**src/rtl/mac_hash_pkg.sv**
```systemverilog
package mac_hash_pkg;
  localparam int BYTE_W  = 8;
  localparam int N_BYTES = 6;
  localparam int MAC_W   = BYTE_W * N_BYTES;
  localparam int SLICE_W = 9;
  localparam int HASH_W  = 15;
  localparam int SPAN_W  = 33;  // T bits that reach the hash

  typedef enum logic {
    HM_PLAIN = 1'b0,
    HM_REV   = 1'b1
  } hash_mode_e;

  function automatic logic [SLICE_W-1:0] rev_slice(input logic [SLICE_W-1:0] v);
    logic [SLICE_W-1:0] r;
    for (int i = 0; i < SLICE_W; i++) r[i] = v[SLICE_W-1-i];
    return r;
  endfunction
endpackage

```
**src/rtl/mac_byte_reverse.sv**
```systemverilog
module mac_byte_reverse #(
  parameter int N_BYTES = 6,
  parameter int BYTE_W  = 8,
  localparam int W      = N_BYTES * BYTE_W
) (
  input  logic [W-1:0] mac_i,
  output logic [W-1:0] rev_o
);
  for (genvar b = 0; b < N_BYTES; b++) begin : g_byte
    for (genvar i = 0; i < BYTE_W; i++) begin : g_bit
      assign rev_o[b*BYTE_W+i] = mac_i[b*BYTE_W+BYTE_W-1-i];
    end
  end
endmodule

```
**src/rtl/mac_hash_fold.sv**
```systemverilog
module mac_hash_fold
  import mac_hash_pkg::*;
#(
  parameter int N_SLICES = 3,
  parameter int BASE     = 6
) (
  input  logic [SPAN_W-1:0] t_i,
  input  hash_mode_e        mode_i,
  output logic [HASH_W-1:0] hash_o
);
  localparam int HI_W = HASH_W - SLICE_W;

  logic [SLICE_W-1:0] plain_s [N_SLICES];
  logic [SLICE_W-1:0] rev_s   [N_SLICES];
  logic [SLICE_W-1:0] plain_x, rev_x;

  for (genvar k = 0; k < N_SLICES; k++) begin : g_slice
    assign plain_s[k] = t_i[BASE+k*SLICE_W +: SLICE_W];
    assign rev_s[k]   = rev_slice(plain_s[k]);
  end

  always_comb begin
    // plain mode: first term skips T[7:2], which go to the upper field
    plain_x = {t_i[14:8], t_i[1:0]};
    rev_x   = '0;
    for (int k = 1; k < N_SLICES; k++) plain_x ^= plain_s[k];
    for (int k = 0; k < N_SLICES; k++) rev_x ^= rev_s[k];
  end

  always_comb begin
    unique case (mode_i)
      HM_REV:  hash_o = {t_i[HI_W-1:0], rev_x};
      default: hash_o = {t_i[HI_W+1:2], plain_x};
    endcase
  end
endmodule

```
**src/rtl/mac_hash_gen.sv**
```systemverilog
module mac_hash_gen
  import mac_hash_pkg::*;
(
  input  logic              clk_i,
  input  logic              rst_ni,
  input  logic              valid_i,
  input  logic              mode_i,
  input  logic [MAC_W-1:0]  mac_i,
  output logic              valid_o,
  output logic [HASH_W-1:0] hash_o
);
  logic [MAC_W-1:0]  t;
  logic [HASH_W-1:0] hash_d;
  logic              unused_hi;

  mac_byte_reverse #(.N_BYTES(N_BYTES), .BYTE_W(BYTE_W)) u_rev (
    .mac_i (mac_i),
    .rev_o (t)
  );

  assign unused_hi = ^t[MAC_W-1:SPAN_W];

  mac_hash_fold u_fold (
    .t_i    (t[SPAN_W-1:0]),
    .mode_i (hash_mode_e'(mode_i)),
    .hash_o (hash_d)
  );

  always_ff @(posedge clk_i or negedge rst_ni) begin
    if (!rst_ni) begin
      valid_o <= 1'b0;
      hash_o  <= '0;
    end else begin
      valid_o <= valid_i;
      if (valid_i) hash_o <= hash_d;
    end
  end


  valid_follow_chk: assert property (@(posedge clk_i) disable iff (!rst_ni)
    valid_i |=> valid_o);

  valid_idle_chk: assert property (@(posedge clk_i) disable iff (!rst_ni)
    !valid_i |=> !valid_o);

  hold_chk: assert property (@(posedge clk_i) disable iff (!rst_ni)
    !valid_i |=> $stable(hash_o));

  plain_hi_chk: assert property (@(posedge clk_i) disable iff (!rst_ni)
    (valid_i && !mode_i) |=> (hash_o[9] == $past(mac_i[5]) && hash_o[14] == $past(mac_i[0])));

  rev_hi_chk: assert property (@(posedge clk_i) disable iff (!rst_ni)
    (valid_i && mode_i) |=> (hash_o[9] == $past(mac_i[7]) && hash_o[14] == $past(mac_i[2])));

  bcast_chk: assert property (@(posedge clk_i) disable iff (!rst_ni)
    (valid_i && &mac_i) |=> &hash_o);
endmodule

```
**config.mk**
```make
export PLATFORM = sky130hd
export DESIGN_NAME = mac_hash_gen
export DESIGN_NICKNAME = d
export VERILOG_FILES = /design/src/rtl/mac_hash_pkg.sv /design/src/rtl/mac_byte_reverse.sv /design/src/rtl/mac_hash_fold.sv /design/src/rtl/mac_hash_gen.sv
export SDC_FILE = /design/constraint.sdc
export NUM_CORES = 1
export LEC_CHECK = 0
export ABC_CLOCK_PERIOD_IN_PS = 1700
export BUFFER_PORTS_ARGS = -buffer_cell sky130_fd_sc_hd__buf_2
export CAP_MARGIN = 10
export CORE_MARGIN = 8
export CORE_UTILIZATION = 43
export DETAILED_ROUTE_END_ITERATION = 8
export PLACE_DENSITY = 0.9
export SETUP_SLACK_MARGIN = 0.4
export SKIP_CTS_REPAIR_TIMING = 1
export SLEW_MARGIN = 20
export SYNTH_ARGS = -nofsm -noshare
export SYNTH_HDL_FRONTEND = slang
export SYNTH_SLANG_ARGS = --single-unit
```
**constraint.sdc**
```tcl
create_clock -name clk_i -period 1.7 [get_ports clk_i]
set_input_delay 0.17 -clock clk_i [delete_from_list [all_inputs] [get_ports clk_i]]
set_output_delay 0.17 -clock clk_i [all_outputs]
set_load 0.005 [all_outputs]
```
==> flow_results.xml, run 1 <==
<?xml version="1.0" encoding="UTF-8"?>
<metrics>
  <group name="timing">
    <metric name="finalCriticalPeriod" unit="ps">987</metric>
    <metric name="setup_tns" unit="ps">0</metric>
    <metric name="maxSlewViolCount" unit="">0</metric>
    <metric name="fin_ws" unit="ps">713</metric>
    <metric name="timing.slew.headroom" unit="%">69.0</metric>
    <metric name="setup_skew_after_layout" unit="ps">0</metric>
    <metric name="final_hold_viol_count" unit="">0</metric>
    <metric name="tightestPinTransition" unit="ps">464</metric>
    <metric name="rsz0062_at_grt" unit="">false</metric>
    <metric name="finalSetupViolations" unit="">0</metric>
    <metric name="layout_worst_path_cycle_share" unit="%">58.0</metric>
    <metric name="fmax" unit="MHz">1010</metric>
  </group>
  <group name="route">
    <metric name="drt_wl_total" unit="um">2330</metric>
    <metric name="drt_pass1_iterations" unit="">6</metric>
    <metric name="detail_route.wl_per_cell" unit="um">14.9</metric>
    <metric name="vias" unit="">765</metric>
    <metric name="drc" unit="">0</metric>
    <metric name="drtAntennaViolNets" unit="">0</metric>
    <metric name="vias_per_cell" unit="">4.90</metric>
    <metric name="detail_route.iter0.violations" unit="">14</metric>
  </group>
  <group name="synthesis">
    <metric name="synth-edff-count" unit="">0</metric>
    <metric name="post_synth_num_cell_types" unit="">10</metric>
    <metric name="area_of_the_mapped_netlist" unit="um2">967</metric>
    <metric name="synthesis.yosys.warnings" unit="">0</metric>
    <metric name="synth-main-ff-cell" unit="">dfrtp_1</metric>
    <metric name="async_reset_ff_share" unit="%">100</metric>
    <metric name="post_synth_inst_count" unit="">76</metric>
    <metric name="postSynthNetCount" unit="">128</metric>
    <metric name="postSynthRegisterBits" unit="">16</metric>
    <metric name="synth_top_area_share" unit="%">41.4</metric>
    <metric name="synthMostInstantiatedCell" unit="">dfrtp_1</metric>
    <metric name="yosysTopAreaCell" unit="">dfrtp_1</metric>
    <metric name="synth.top_cells.by_area" unit="">dfrtp_1 41%, xor3_1 25%, mux2i_1 14%, a21oi_1 7.2%, nor2_1 5.4%</metric>
    <metric name="syn-mean-instance-area" unit="um2">12.7</metric>
    <metric name="synth-seq-area-share" unit="%">41.4</metric>
    <metric name="synth_commonest_cells" unit="">16 x dfrtp_1, 14 x a21oi_1, 14 x mux2i_1, 14 x nor2_1, 10 x xor3_1</metric>
  </group>
  <group name="power">
    <metric name="largest_vdd_supply_drop" unit="mV">0.441</metric>
    <metric name="total_leakage_power" unit="nW">0.694</metric>
    <metric name="report.power.total" unit="W">0.00101</metric>
    <metric name="power.density" unit="nW/um2">791</metric>
  </group>
  <group name="cells_and_area">
    <metric name="finalNonFillerCells" unit="">156</metric>
    <metric name="flip_flop_and_latch_area" unit="um2">400</metric>
    <metric name="post_route_core_utilization" unit="%">58.6</metric>
    <metric name="layout.nets" unit="">181</metric>
    <metric name="multiInputGateArea" unit="um2">529</metric>
    <metric name="fillCellCount" unit="">202</metric>
    <metric name="final_layout_size_suffix_gt1_share" unit="%">44.5</metric>
    <metric name="area_delta_synth_final" unit="%">31.4</metric>
    <metric name="antenna_cells" unit="">0</metric>
  </group>
  <group name="worst_hold_path">
    <metric name="hold_path.startpoint" unit="">mac_i[3]</metric>
    <metric name="holdCritPathClass" unit="">input pin to register</metric>
  </group>
  <group name="global_routing">
    <metric name="grt_use_total" unit="%">11.5</metric>
    <metric name="grt.overflow.total" unit="">0</metric>
    <metric name="first_global_vias" unit="">840</metric>
    <metric name="grt_pass1_wl" unit="um">3710</metric>
    <metric name="grt_max_degree" unit="">31</metric>
    <metric name="antenna_found_initial" unit="">0</metric>
  </group>
  <group name="cts">
    <metric name="clk_transition_reported_paths" unit="ps">90</metric>
    <metric name="clock_tree.buffer_depth" unit="">2</metric>
    <metric name="tritoncts" unit="">yes</metric>
    <metric name="htree_num_levels" unit="">1</metric>
    <metric name="tritoncts_num_sinks" unit="">16</metric>
    <metric name="clock_insertion_delay_worst_skew" unit="ps">280</metric>
    <metric name="clk_root_buffer_cell" unit="">clkbuf_4</metric>
    <metric name="tritoncts.num_buffers" unit="">3</metric>
  </group>
  <group name="setup_path">
    <metric name="critical_r2r_launch" unit="">hash_o[4]$_DFFE_PN0P_</metric>
    <metric name="worstPathMaxFanout" unit="">2</metric>
    <metric name="critPathTopFamily" unit="">flip-flops</metric>
    <metric name="critical_path.n_buffers_inverters" unit="">1</metric>
    <metric name="worst-endpoint-arrival" unit="ps">820</metric>
    <metric name="crit_chain" unit="">buf_2</metric>
    <metric name="cp_slowest_cell" unit="">dfrtp_1</metric>
    <metric name="max_stage_delay" unit="ps">400</metric>
    <metric name="setup.worst_path.start_class" unit="">register</metric>
    <metric name="startpoint" unit="">hash_o[8]$_DFFE_PN0P_</metric>
    <metric name="critPathKind" unit="">register to output port</metric>
    <metric name="crit_required" unit="ps">1530</metric>
    <metric name="timing.critical_path.to_type" unit="">output port</metric>
  </group>
  <group name="floorplanning">
    <metric name="core-area" unit="um2">2170</metric>
    <metric name="placement_rows" unit="">17</metric>
    <metric name="initial_utilization" unit="%">44.6</metric>
    <metric name="pin_count" unit="">68</metric>
    <metric name="chipHeight" unit="um">63.4</metric>
    <metric name="floorplan.die_area" unit="um2">4020</metric>
    <metric name="die_width" unit="um">63.4</metric>
  </group>
  <group name="placed_design">
    <metric name="dp_worst_setup_slack" unit="ps">625</metric>
    <metric name="portBuffers" unit="">52</metric>
    <metric name="detailed_place_hpwl" unit="um">1910</metric>
    <metric name="gp_routability_congestion" unit="">0.742</metric>
    <metric name="numPlacedInstances" unit="">151</metric>
  </group>
  <group name="run_status">
    <metric name="status" unit="">finished, final reports clean</metric>
  </group>
  <group name="flow_run">
    <metric name="max_cap_violations" unit="">0</metric>
  </group>
</metrics>
## final timing paths
path | endpoint | slack, ps | depth (start not counted)
hold / removal | hash_o[11]$_DFFE_PN0P_ | 210 | 3
min in group asynchronous | hash_o[3]$_DFFE_PN0P_ | 360 | 2
max in group asynchronous | hash_o[4]$_DFFE_PN0P_ | 1080 | 2
hold reg to reg | hash_o[4]$_DFFE_PN0P_ | 510 | 1
setup / recovery | hash_o[8] | 710 | 1
setup reg to reg | hash_o[4]$_DFFE_PN0P_ | 960 | 1
## state kept, by name (all words and copies together), names as in the netlist
name,cells
hash_o,15
valid_o,1
## cells in the final DEF (no fill, tap or decap)
cell type | Yosys | routed
dlygate4sd3_1 | 0 | 1
buf_2 | 2 | 52
clkbuf_8 | 0 | 1
mux2_2 | 1 | 1
mux2i_1 | 14 | 14
nor2_1 | 14 | 14
clkbuf_4 | 0 | 3
xnor2_1 | 2 | 2
dfrtp_1 | 16 | 16
a21oi_1 | 14 | 14
xor3_1 | 10 | 10
## routing by layer
metal	routed length [um]	GRT usage [%]	up-vias	part of all wire [%]
li1	-	-	373	-
met2	1310	21.5	32	56
met4	46	5.85	0	2.0
met5	0	0	-	0
met3	170	3.71	4	7.3
met1	803	10.7	356	34
## per-stage QoR
step	hold WS, ps	area [um2]
after floorplan	-126	967
after global placement	93.8	1220
after detailed placement	100	1220
after CTS	-214	1260
after global routing	215	1270
final	210	1270
## final cells by class
cell class | instances | share of cell area (%)
Clock buffer | 4 | 2.85
Multi-Input combinational cell | 55 | 41.6
Sequential cell | 16 | 31.5
Tap cell | 28 | 2.76
Timing Repair Buffer | 53 | 21.3
## power by group
part	switching, W	total [W]	internal, W
Clock	0.000116	0.000246	0.000130
Combinational	0.000126	0.000300	0.000174
Sequential	0.0000266	0.000460	0.000433
## cell families after synthesis
| family | count (synthesis) | share of synthesized area, % |
|---|---|---|
| AO/OA/AOI/OAI | 14 | 7.24 |
| buffers and inverters | 5 | 3.88 |
| XOR/XNOR | 12 | 26.4 |
| AND/OR/NAND/NOR | 14 | 5.43 |
| multiplexers | 15 | 15.7 |
| flip-flops | 16 | 41.4 |
Note: power is estimated with default switching activity, not from simulation.
==> inputs of run 2 (changes only) <==
--- a/config.mk
+++ b/config.mk
@@ -5,13 +5,14 @@
 export SDC_FILE = /design/constraint.sdc
 export NUM_CORES = 1
 export LEC_CHECK = 0
-export ABC_CLOCK_PERIOD_IN_PS = 1700
+export ABC_AREA = 1
+export ABC_CLOCK_PERIOD_IN_PS = 970
 export BUFFER_PORTS_ARGS = -buffer_cell sky130_fd_sc_hd__buf_2
 export CAP_MARGIN = 10
 export CORE_MARGIN = 8
-export CORE_UTILIZATION = 43
+export CORE_UTILIZATION = 42
 export DETAILED_ROUTE_END_ITERATION = 8
-export PLACE_DENSITY = 0.9
+export PLACE_DENSITY = 0.86
 export SETUP_SLACK_MARGIN = 0.4
 export SKIP_CTS_REPAIR_TIMING = 1
 export SLEW_MARGIN = 20
==> constraint.sdc (replaced) <==
create_clock -name clk_i -period 0.97 [get_ports clk_i]
set_input_delay 0.097 -clock clk_i [delete_from_list [all_inputs] [get_ports clk_i]]
set_output_delay 0.097 -clock clk_i [all_outputs]
set_load 0.005 [all_outputs]
==> flow_results.xml, run 2 <==
<?xml version="1.0" encoding="UTF-8"?>
<metrics>
  <group name="synthesis">
    <metric name="post_synth_num_cell_types" unit="">12</metric>
    <metric name="yosysTopAreaCell" unit="">dfrtp_1</metric>
    <metric name="synth_top_area_share" unit="%">37.4</metric>
    <metric name="synth_commonest_cells" unit="">58 x nand2_1, 35 x nand3_1, 29 x inv_1</metric>
    <metric name="area_of_the_mapped_netlist" unit="um2">1070</metric>
    <metric name="async_reset_ff_share" unit="%">100</metric>
    <metric name="synth.top_cells.by_area" unit="">dfrtp_1 37%, nand2_1 20%, nand3_1 16%, inv_1 10%, o21ai_0 4.2%</metric>
    <metric name="postSynthNetCount" unit="">218</metric>
    <metric name="synth-main-ff-cell" unit="">dfrtp_1</metric>
    <metric name="syn-mean-instance-area" unit="um2">6.45</metric>
    <metric name="synthesis.yosys.warnings" unit="">0</metric>
    <metric name="synthMostInstantiatedCell" unit="">nand2_1</metric>
    <metric name="postSynthRegisterBits" unit="">16</metric>
    <metric name="synth-edff-count" unit="">0</metric>
    <metric name="synth-seq-area-share" unit="%">37.4</metric>
    <metric name="post_synth_inst_count" unit="">166</metric>
  </group>
  <group name="route">
    <metric name="drt_wl_total" unit="um">2810</metric>
    <metric name="vias_per_cell" unit="">4.81</metric>
    <metric name="detail_route.iter0.violations" unit="">40</metric>
    <metric name="drtAntennaViolNets" unit="">0</metric>
    <metric name="vias" unit="">1227</metric>
    <metric name="detail_route.wl_per_cell" unit="um">11.0</metric>
    <metric name="drc" unit="">0</metric>
    <metric name="drt_pass1_iterations" unit="">4</metric>
  </group>
  <group name="cells_and_area">
    <metric name="flip_flop_and_latch_area" unit="um2">400</metric>
    <metric name="layout_top_registers" unit="">hash_o (15), valid_o (1)</metric>
    <metric name="post_layout_instance_area" unit="um2">1570</metric>
    <metric name="multiInputGateArea" unit="um2">604</metric>
    <metric name="largest_register" unit="">hash_o</metric>
    <metric name="antenna_cells" unit="">0</metric>
    <metric name="fillCellCount" unit="">249</metric>
    <metric name="final_layout_size_suffix_gt1_share" unit="%">44.9</metric>
    <metric name="largest_register_ff_count" unit="">15</metric>
    <metric name="area_delta_synth_final" unit="%">46.1</metric>
    <metric name="final_cell_mix" unit="">52 x buf_2, 41 x nand2_1, 33 x nand3_1</metric>
    <metric name="mostFrequentLayoutCell" unit="">buf_2</metric>
    <metric name="layout.nets" unit="">278</metric>
  </group>
  <group name="cts">
    <metric name="tritoncts.num_buffers" unit="">3</metric>
    <metric name="clk_root_buffer_cell" unit="">clkbuf_4</metric>
    <metric name="htree_num_levels" unit="">1</metric>
    <metric name="clock_insertion_delay_worst_skew" unit="ps">280</metric>
    <metric name="tritoncts_num_sinks" unit="">16</metric>
    <metric name="clk_transition_reported_paths" unit="ps">100</metric>
    <metric name="tritoncts" unit="">yes</metric>
    <metric name="clock_tree.buffer_depth" unit="">2</metric>
  </group>
  <group name="global_routing">
    <metric name="grt_use_total" unit="%">13.1</metric>
    <metric name="antenna_found_initial" unit="">0</metric>
    <metric name="grt_max_degree" unit="">17</metric>
    <metric name="grt.overflow.total" unit="">0</metric>
    <metric name="first_global_vias" unit="">1163</metric>
    <metric name="grt_pass1_wl" unit="um">4660</metric>
  </group>
  <group name="setup_path">
    <metric name="critical_r2r_launch" unit="">hash_o[9]$_DFFE_PN0P_</metric>
    <metric name="max_stage_delay" unit="ps">400</metric>
    <metric name="crit_chain" unit="">buf_2</metric>
    <metric name="r2r_cells" unit="">3</metric>
    <metric name="startpoint" unit="">hash_o[5]$_DFFE_PN0P_</metric>
    <metric name="timing.critical_path.to_type" unit="">output port</metric>
    <metric name="worstSetupPathDepth" unit="">1</metric>
    <metric name="cp_slowest_cell" unit="">dfrtp_1</metric>
    <metric name="worstPathMaxFanout" unit="">2</metric>
    <metric name="worst-endpoint-arrival" unit="ps">820</metric>
    <metric name="critPathKind" unit="">register to output port</metric>
    <metric name="critical_path.reg2reg.endpoint" unit="">hash_o[9]$_DFFE_PN0P_</metric>
    <metric name="setup.worst_path.end" unit="">hash_o[5]</metric>
    <metric name="critPathTopFamily" unit="">flip-flops</metric>
    <metric name="setup.worst_path.start_class" unit="">register</metric>
    <metric name="crit_required" unit="ps">870</metric>
    <metric name="regToRegSetupSlack" unit="ps">240</metric>
    <metric name="critical_path.n_buffers_inverters" unit="">1</metric>
  </group>
  <group name="floorplanning">
    <metric name="chipHeight" unit="um">66.5</metric>
    <metric name="pin_count" unit="">68</metric>
    <metric name="initial_utilization" unit="%">43.6</metric>
    <metric name="floorplan.die_area" unit="um2">4420</metric>
    <metric name="placement_rows" unit="">18</metric>
    <metric name="core-area" unit="um2">2450</metric>
    <metric name="die_width" unit="um">66.5</metric>
  </group>
  <group name="power">
    <metric name="total_leakage_power" unit="nW">0.925</metric>
    <metric name="largest_vdd_supply_drop" unit="mV">0.637</metric>
    <metric name="power.density" unit="nW/um2">1150</metric>
  </group>
  <group name="run_status">
    <metric name="failing_checks" unit="">negative hold slack</metric>
    <metric name="status" unit="">finished with violations</metric>
  </group>
  <group name="placed_design">
    <metric name="dpl-instance-area" unit="um2">1450</metric>
    <metric name="portBuffers" unit="">52</metric>
    <metric name="detailed_place_hpwl" unit="um">2250</metric>
    <metric name="gp_routability_congestion" unit="">0.788</metric>
  </group>
  <group name="timing">
    <metric name="tightestPinTransition" unit="ps">551</metric>
    <metric name="fmax" unit="MHz">1090</metric>
    <metric name="setup_tns" unit="ps">0</metric>
    <metric name="rsz0062_at_grt" unit="">true</metric>
    <metric name="finalHoldWorstSlack" unit="ps">-298</metric>
    <metric name="final_hold_viol_count" unit="">16</metric>
    <metric name="setup_skew_after_layout" unit="ps">0</metric>
    <metric name="finalCriticalPeriod" unit="ps">918</metric>
    <metric name="timing.slew.headroom" unit="%">63.2</metric>
    <metric name="maxSlewViolCount" unit="">0</metric>
    <metric name="layout_worst_path_cycle_share" unit="%">94.7</metric>
    <metric name="finalSetupViolations" unit="">0</metric>
  </group>
  <group name="worst_hold_path">
    <metric name="holdCritPathClass" unit="">input pin to asynchronous set/reset pin</metric>
  </group>
  <group name="flow_run">
    <metric name="max_cap_violations" unit="">0</metric>
  </group>
</metrics>
[run 2: changes by cell type after synthesis, sizes merged, moves of 10 or more]
cell | before | now
mux2i | 14 | 0
nand3 | 0 | 39
a21oi | 14 | 0
inv | 0 | 30
nand2 | 0 | 58
xor3 | 10 | 0
o21ai | 0 | 12
[run 2: how the worst min path moves through the flow]
stage,to,depth (start not counted),slack [ps],startpoint
2_1_floorplan,hash_o[0]$_DFFE_PN0P_,0,-200,rst_ni
3_3_place_gp,hash_o[13]$_DFFE_PN0P_,1,20,rst_ni
3_5_place_dp,hash_o[13]$_DFFE_PN0P_,1,20,rst_ni
4_1_cts,hash_o[14]$_DFFE_PN0P_,1,-290,rst_ni
5_1_grt,hash_o[4]$_DFFE_PN0P_,1,-280,rst_ni
6_report,hash_o[14]$_DFFE_PN0P_,1,-300,rst_ni
[run 2: final cells by class]
type                            count  area share [%]
Inverter                           30            9.91
Timing Repair Buffer               59            21.2
Tap cell                           30            2.40
Multi-Input combinational cell    116            38.6
Clock buffer                        4            2.32
Sequential cell                    16            25.6
[run 2: routing by layer]
metal  track usage (%)  up-vias  share of wire [%]
met5                 0        -                  0
met4              5.60        0               0.96
met3              2.68        2                6.7
met2              22.3       34                 49
met1              15.6      556                 44
li1                  -      635                  -
[run 2: kinds of logic (layout without fill, tap and decap cells)]
family,after synthesis,in the layout,share of synthesized area (%)
flip-flops,16,16,37.4
XOR/XNOR,1,1,0.818
AO/OA/AOI/OAI,12,12,5.61
AND/OR/NAND/NOR,103,103,42.5
buffers and inverters,34,93,13.7
[run 2: power by group]
group | switching (W) | internal [W] | total (W)
registers | 0.0000408 | 0.000743 | 0.000783
clock network | 0.000213 | 0.000228 | 0.000441
logic | 0.000306 | 0.000275 | 0.000581
total | 0.000559 | 0.00125 | 0.00180
[run 2: metrics by stage]
stage	utilization [%]	instances	hold WS [ps]	setup slack [ps]	total power (W)
final	63.8	255	-298	51.7	0.00180
after global routing	63.8	255	-276	16.9	0.00193
after CTS	60.3	249	-290	46.1	0.00175
after detailed placement	58.9	245	24.5	108	0.00131
after global placement	58.9	245	21.1	99.2	0.00130
after floorplan	-	166	-199	383	0.00107
[run 2: worst register-to-register path, stage by stage (launching register included)]
cell,delay [ps]
dfrtp_1,400
buf_6,120
nand2_2,50
o21ai_2,60
